<file path="src/rtl/spkcmp_pkg.sv">
package spkcmp_pkg;

  typedef enum logic {
    SRC_SERIAL   = 1'b0,
    SRC_PARALLEL = 1'b1
  } srcMode_e;

  // strobes from control to datapath
  typedef struct packed {
    logic shiftIn;   // write serial sample into current slot
    logic closeWin;  // window complete, publish weight
    logic clearWin;  // reconfiguration, drop partial window
    logic usePar;    // parallel word is the window source
  } winStrobes_t;

endpackage

</file>
<file path="src/rtl/spkcmp_ctrl.sv">
module spkcmp_ctrl
  import spkcmp_pkg::*;
#(
  parameter int MAX_RATIO = 16,
  parameter int RATIO_W   = 5,
  parameter int IDX_W     = 4
) (
  input  logic               clk,
  input  logic               rstN,
  input  logic [RATIO_W-1:0] ratioCfg,
  input  logic               parallelMode,
  input  logic               serValid,
  input  logic               parValid,
  output winStrobes_t        strobes,
  output logic [IDX_W-1:0]   wrIdx,
  output logic [RATIO_W-1:0] activeRatio
);

  logic [RATIO_W-1:0] reqRatio;
  srcMode_e           reqMode;
  srcMode_e           activeMode;
  logic               cfgChange;
  logic               lastSlot;

  // clamp the requested ratio into 1..MAX_RATIO
  always_comb begin
    if (ratioCfg == '0)
      reqRatio = RATIO_W'(1);
    else if (ratioCfg > RATIO_W'(MAX_RATIO))
      reqRatio = RATIO_W'(MAX_RATIO);
    else
      reqRatio = ratioCfg;
  end

  assign reqMode   = parallelMode ? SRC_PARALLEL : SRC_SERIAL;
  assign cfgChange = (reqRatio != activeRatio) || (reqMode != activeMode);
  assign lastSlot  = (RATIO_W'(wrIdx) == (activeRatio - RATIO_W'(1)));

  always_comb begin
    strobes.usePar   = (activeMode == SRC_PARALLEL);
    strobes.clearWin = cfgChange;
    strobes.shiftIn  = !cfgChange && (activeMode == SRC_SERIAL) && serValid;
    strobes.closeWin = (strobes.shiftIn && lastSlot) ||
                       (!cfgChange && (activeMode == SRC_PARALLEL) && parValid);
  end

  always_ff @(posedge clk) begin
    if (!rstN || cfgChange) begin
      activeRatio <= reqRatio;
      activeMode  <= reqMode;
      wrIdx       <= '0;
    end else if (strobes.shiftIn) begin
      wrIdx <= lastSlot ? '0 : wrIdx + IDX_W'(1);
    end
  end


  ratio_range_chk: assert property (@(posedge clk) disable iff (!rstN)
    (activeRatio >= RATIO_W'(1)) && (activeRatio <= RATIO_W'(MAX_RATIO)));


  slot_range_chk: assert property (@(posedge clk) disable iff (!rstN)
    RATIO_W'(wrIdx) < activeRatio);


  reconfig_restart_chk: assert property (@(posedge clk) disable iff (!rstN)
    strobes.clearWin |=> (wrIdx == '0) && (activeRatio == $past(reqRatio)));


  idle_hold_chk: assert property (@(posedge clk) disable iff (!rstN)
    (!strobes.shiftIn && !strobes.clearWin) |=> $stable(wrIdx));


  single_close_chk: assert property (@(posedge clk) disable iff (!rstN)
    !(strobes.closeWin && strobes.clearWin));

endmodule

</file>
<file path="src/rtl/spkcmp_datapath.sv">
module spkcmp_datapath
  import spkcmp_pkg::*;
#(
  parameter int MAX_RATIO = 16,
  parameter int RATIO_W   = 5,
  parameter int IDX_W     = 4,
  parameter int WEIGHT_W  = 5
) (
  input  logic                 clk,
  input  logic                 rstN,
  input  winStrobes_t          strobes,
  input  logic [IDX_W-1:0]     wrIdx,
  input  logic [RATIO_W-1:0]   activeRatio,
  input  logic                 serBit,
  input  logic [MAX_RATIO-1:0] parWord,
  output logic [WEIGHT_W-1:0]  weightOut,
  output logic                 stepValid
);

  logic [MAX_RATIO-1:0] winBits;
  logic [MAX_RATIO-1:0] laneMask;
  logic [MAX_RATIO-1:0] serialFull;
  logic [MAX_RATIO-1:0] selBits;
  logic [WEIGHT_W-1:0]  weightSum;

  // lanes at or above the active ratio are masked off
  for (genvar g = 0; g < MAX_RATIO; g++) begin : g_lane
    assign laneMask[g] = (RATIO_W'(g) < activeRatio);
  end

  // serial window including the sample arriving now
  always_comb begin
    serialFull = winBits;
    serialFull[wrIdx] = serBit;
  end

  assign selBits = strobes.usePar ? (parWord & laneMask) : serialFull;

  // ones counter across all lanes
  always_comb begin
    weightSum = '0;
    for (int i = 0; i < MAX_RATIO; i++)
      weightSum = weightSum + WEIGHT_W'(selBits[i]);
  end

  // demultiplexed window register
  always_ff @(posedge clk) begin
    if (!rstN || strobes.clearWin || strobes.closeWin)
      winBits <= '0;
    else if (strobes.shiftIn)
      winBits[wrIdx] <= serBit;
  end

  always_ff @(posedge clk) begin
    if (!rstN) begin
      stepValid <= 1'b0;
      weightOut <= '0;
    end else begin
      stepValid <= strobes.closeWin;
      weightOut <= strobes.closeWin ? weightSum : '0;
    end
  end


  weight_bound_chk: assert property (@(posedge clk) disable iff (!rstN)
    stepValid |-> (RATIO_W'(weightOut) <= $past(activeRatio)));


  quiet_zero_chk: assert property (@(posedge clk) disable iff (!rstN)
    !stepValid |-> (weightOut == '0));


  window_empty_chk: assert property (@(posedge clk) disable iff (!rstN)
    strobes.clearWin |=> (winBits == '0));

endmodule

</file>
<file path="src/rtl/spike_time_compressor.sv">
module spike_time_compressor
  import spkcmp_pkg::*;
#(
  parameter int MAX_RATIO = 16,
  localparam int RATIO_W  = $clog2(MAX_RATIO + 1),
  localparam int WEIGHT_W = $clog2(MAX_RATIO + 1),
  localparam int IDX_W    = (MAX_RATIO > 1) ? $clog2(MAX_RATIO) : 1
) (
  input  logic                 clk,
  input  logic                 rstN,
  input  logic [RATIO_W-1:0]   ratioCfg,
  input  logic                 parallelMode,
  input  logic                 serBit,
  input  logic                 serValid,
  input  logic [MAX_RATIO-1:0] parWord,
  input  logic                 parValid,
  output logic [WEIGHT_W-1:0]  weightOut,
  output logic                 stepValid
);

  winStrobes_t        strobes;
  logic [IDX_W-1:0]   wrIdx;
  logic [RATIO_W-1:0] activeRatio;

  spkcmp_ctrl #(
    .MAX_RATIO (MAX_RATIO),
    .RATIO_W   (RATIO_W),
    .IDX_W     (IDX_W)
  ) u_ctrl (
    .clk          (clk),
    .rstN         (rstN),
    .ratioCfg     (ratioCfg),
    .parallelMode (parallelMode),
    .serValid     (serValid),
    .parValid     (parValid),
    .strobes      (strobes),
    .wrIdx        (wrIdx),
    .activeRatio  (activeRatio)
  );

  spkcmp_datapath #(
    .MAX_RATIO (MAX_RATIO),
    .RATIO_W   (RATIO_W),
    .IDX_W     (IDX_W),
    .WEIGHT_W  (WEIGHT_W)
  ) u_dp (
    .clk         (clk),
    .rstN        (rstN),
    .strobes     (strobes),
    .wrIdx       (wrIdx),
    .activeRatio (activeRatio),
    .serBit      (serBit),
    .parWord     (parWord),
    .weightOut   (weightOut),
    .stepValid   (stepValid)
  );

endmodule

</file>
<file path="config.mk">
export PLATFORM = sky130hd
export DESIGN_NAME = spike_time_compressor
export DESIGN_NICKNAME = d
export VERILOG_FILES = /design/src/rtl/spkcmp_pkg.sv /design/src/rtl/spkcmp_ctrl.sv /design/src/rtl/spkcmp_datapath.sv /design/src/rtl/spike_time_compressor.sv
export SDC_FILE = /design/constraint.sdc
export NUM_CORES = 1
export LEC_CHECK = 0
export BUFFER_PORTS_ARGS = -buffer_cell sky130_fd_sc_hd__buf_2
export CORE_ASPECT_RATIO = 0.7
export CORE_MARGIN = 4
export CORE_UTILIZATION = 32
export DETAILED_ROUTE_END_ITERATION = 8
export GPL_TIMING_DRIVEN = 0
export HOLD_SLACK_MARGIN = 0.02
export PLACE_DENSITY = 0.49
export SLEW_MARGIN = 30
export SYNTH_ARGS = -nofsm -noshare
export SYNTH_HDL_FRONTEND = slang
export SYNTH_SLANG_ARGS = --single-unit
</file>
<file path="constraint.sdc">
create_clock -name clk -period 5.2 [get_ports clk]
set_input_delay 0.52 -clock clk [delete_from_list [all_inputs] [get_ports clk]]
set_output_delay 0.52 -clock clk [all_outputs]
set_load 0.1 [all_outputs]
</file>
==> metrics.md <==
| Metric | Value |
|---|---|
| Proportion of layout cells with a drive suffix above 1 | `0.254` |
| H-tree lvl count | `2` |
| Vertical die dimension | `between 80 and 90 um` |
| Critical path's slowest cell | `fa_1` |
| Final #Nets | `358` |
| PwrDens | `225 nW/um^2` |
| DIE AREA | `8990 sq um` |
| Category of the worst setup path launch point | `flop` |
| Register clock-pin slew on the reported worst setup and hold paths | `roughly 0.07 ns` |
| Switch share | `0.316` |
| Via-per-instance ratio | `4.92` |
| Depth of the most critical reg-to-reg path | `16` |
| Leakage power summed over all cells | `1.17 nW` |
| Routed met3 length | `between 300 and 400 um` |
| Detailed Route Iter0 Violations | `just over 80` |
| Total routed wirelength | `roughly 6300 um` |
| Total net switching power | `0.000201 W` |
| Post-synthesis cell area | `2400 sq um` |
| Beginning of the critical path | `u_ctrl.activeRatio[0]$_DFFE_PP_` |
| Sequential power share | `0.406` |
| Post-Route Setup TNS | `0 ns` |
| Destination of the worst register-to-register timing path | `u_dp.weightOut[3]$_SDFF_PN0_` |
| Average routed wire per standard cell | `about 15 um` |
| Count of mapped cells out of synthesis | `273` |
| Final Slew Violations | `0` |
| Final-layout fill cell count | `slightly below 800` |
| WL met2 | `2610 um` |
| Synthesis warning total | `0` |
| Number of distinct library cell variants in the gate-level netlist after synthesis | `49` |
| Syn nets | `approximately 320` |
| Gp weighted congestion | `0.798` |
| Proportion of power drawn by combinational gates | `0.271` |
| Arrival time of the worst setup path | `5.11 ns` |
| Setup slack of the most critical reg-to-reg path | `~0.27 ns` |
| Total clock buffers created by CTS | `5` |
| F_max | `203 MHz` |
| Result of the run | `finished, final reports clean` |
| Startpoint of the lowest-slack register-to-register path | `u_ctrl.activeRatio[0]$_DFFE_PP_` |
| DP HPWL | `4910 um` |
| Length of routed wiring on met1 | `3290 um` |
| Final Critical Period | `approximately 4.9 ns` |
| Via count of the first global-routing pass | `2050` |
| # diodes | `0` |
| Worst-path fanout max | `9` |
| Clock tree from TritonCTS | `done` |
| Global route total overflow | `0` |
| Share of the clock period used by the worst path after layout | `0.947` |
| P&R area growth vs syn | `17.3%` |
| Initial Util | `0.330` |
| Post-detailed-route count of antenna-violating nets | `0` |
| Die boundary width | `between 100 and 150 um` |
| Later-pin clock latency in the skew report | `0.29 ns` |
| Delay of the slowest cell on the worst path | `0.54 ns` |
| Max capacitance violation total | `0` |
| Post-CTS Setup Bufs | `0` |
| Global-route wire length before repair | `around 11000 um` |
| Required time reported for the critical path endpoint | `5.38 ns` |
| Fin. Hold Viols | `0` |
| Primary FF master, synth | `dfxtp_1` |
| I/O Pins | `33` |
| Commonest non-fill, non-tap cells in the layout | `35 x buf_2, 28 x nor2_1, 24 x dfxtp_1, 21 x nand2_1, 16 x o21ai_0` |
| Worst Setup End Kind | `flop` |
| Number of enable-type register cells in the synthesized netlist | `6` |
| Count of port buffers added during placement | `31` |
| Worst Max-Slew Pin Slew | `0.550 ns` |
| Rel. slew slack | `0.631` |
| Top layer reached by signal wires | `met4` |
| DR vias | `about 2k` |
| Internal power | `0.000435 W` |
| Worst IR Drop VDD | `0.000113 V` |
| Capturing element of the worst setup path | `u_dp.weightOut[3]$_SDFF_PN0_` |
| Avg Cell Area, Syn | `8.81 sq um` |
| Clk network pwr share | `0.323` |
| Number of standard-cell rows in the floorplan | `26` |
| Number of flip-flops and latches in the synthesized netlist | `32` |
| Final Hold Slack | `between 0.4 and 0.5 ns` |
| Critical path's most frequent cell | `fa_1` |
| Maximum number of pins on one net before global-route repair | `13` |
| Core area | `roughly 7300 sq um` |
| Sequential share of the synthesized area | `0.291` |
| Number of antenna violations at the first check in global routing | `0` |
| Worst clock skew | `0.00862 ns` |
| Hold/Removal Path Class | `in2reg` |
| Overall fraction of global-route tracks in use | `0.150` |
| Cell Chain, Critical Path | `buf_4, or3_4, o311ai_2, o21ai_1, ha_1, fa_1, fa_1, inv_1, fa_1, fa_1, inv_1, fa_1, a21o_1, a21oi_2, xor2_1, nor2_1` |
| Post_cts resized | `0` |
| CTS root buffer | `clkbuf_8` |
| Proportion of register bits with asynchronous set or reset after synthesis | `0` |
| Critical path type | `reg2reg` |
| First-pass iteration count of the detailed router | `4` |
| Number of buffers added to fix hold violations after cts | `0` |
| Unrepaired setup endpoints after global routing | `no` |
| Setup Viol. Count Final | `0` |
| CTS Sinks | `32` |
| Maximum buffer depth of the clock tree | `2` |
| Most common library cell in the layout ignoring fill and taps | `buf_2` |
| Remaining routing DRC violations | `0` |
routing by layer:
metal  GRT usage  up-vias
met5           0        -
met3      0.0301        7
met4      0.0401        0
li1            -     1037
met2       0.224       40
met1       0.219      927
registers in the layout (all words and copies together), names as in the netlist:
| register | flops |
|---|---|
| u_ctrl.activeMode | 1 |
| u_ctrl.activeRatio | 5 |
| u_ctrl.wrIdx | 4 |
| u_dp.stepValid | 1 |
| u_dp.weightOut | 5 |
| u_dp.winBits | 16 |
critical path: cells and delay by family, from the launching register on:
| kind | cells | cell delay [ns] |
|---|---|---|
| adder cells (fa/ha/maj) | 6 | 2.82 |
| AO/OA/AOI/OAI | 4 | 0.69 |
| AND/OR/NAND/NOR | 2 | 0.47 |
| flip-flops | 1 | 0.39 |
| buffers and inverters | 3 | 0.29 |
| XOR/XNOR | 1 | 0.15 |
synthesized netlist by cell type (5+ instances only):
library cell	n	area, sq um
nand3_1	11	55.1
nand2_1	21	78.8
inv_1	13	48.8
fa_1	10	200
a211oi_1	6	45.0
xor2_1	7	61.3
dfxtp_1	26	521
mux2i_1	16	160
o21ai_0	17	85.1
ha_1	11	138
edfxtp_1	6	180
a21oi_1	14	70.1
nor2b_1	10	62.6
clkbuf_1	9	33.8
nor2_1	29	109
buf_2	5	25.0
a211oi_2	6	75.1
logic make-up after synthesis:
group	count (synthesis)	share of synthesized area
and+or+nand+nor	94	0.204
AOI/OAI and AO/OA	65	0.189
buffers and inverters	35	0.0713
DFF	32	0.291
adders and majority gates	21	0.140
muxes	16	0.0666
xor gates and xnor gates	10	0.0364
how the worst min path moves through the flow:
| stage | cells after the start | start | slack [ns] | to |
|---|---|---|---|---|
| after floorplan | 2 | u_dp.winBits[10]$_SDFFE_PP0P_ | 0.45 | u_dp.winBits[10]$_SDFFE_PP0P_ |
| after global placement | 2 | u_dp.winBits[10]$_SDFFE_PP0P_ | 0.46 | u_dp.winBits[10]$_SDFFE_PP0P_ |
| after detailed placement | 2 | u_dp.winBits[10]$_SDFFE_PP0P_ | 0.47 | u_dp.winBits[10]$_SDFFE_PP0P_ |
| after CTS | 1 | parallelMode | 0.42 | u_ctrl.activeMode$_DFFE_PP_ |
| after global routing | 1 | parallelMode | 0.43 | u_ctrl.activeMode$_DFFE_PP_ |
| final | 1 | parallelMode | 0.43 | u_ctrl.activeMode$_DFFE_PP_ |
cell type report:
cell class | count | area [sq um] | area share
flip-flops and latches | 32 | 703 | 0.249
inverters | 14 | 52.6 | 0.0186
plain buffers | 20 | 121 | 0.0430
clock inverters | 2 | 10.0 | 0.00355
clock buffers | 6 | 82.6 | 0.0293
repair buffers | 31 | 155 | 0.0550
well taps | 98 | 123 | 0.0435
multi-input cells | 206 | 1570 | 0.558
metrics by stage:
| step | cell area, sq um | worst slack [ns] | power, W | utilization | instances |
|---|---|---|---|---|---|
| 4_1_cts | 2780 | 0.0384 | 0.000641 | 0.381 | 410 |
| 3_3_place_gp | 2680 | 0.0323 | 0.000433 | 0.368 | 402 |
| 6_report | 2820 | 0.274 | 0.000636 | 0.387 | 409 |
| 5_1_grt | 2820 | 0.0225 | 0.000680 | 0.387 | 409 |
| 2_1_floorplan | 2400 | 0.319 | 0.000395 | - | 273 |
| 3_5_place_dp | 2680 | 0.0652 | 0.000434 | 0.368 | 402 |
power groups by stage:
stage	Clock, W	Combinational (W)	Sequential (W)
4_1_cts	0.000212	0.000171	0.000258
5_1_grt	0.000221	0.000201	0.000258
6_report	0.000205	0.000173	0.000258
3_3_place_gp	0	0.000169	0.000264
3_5_place_dp	0	0.000171	0.000264
2_1_floorplan	0	0.000130	0.000265
(Power assumes the default switching activity.)
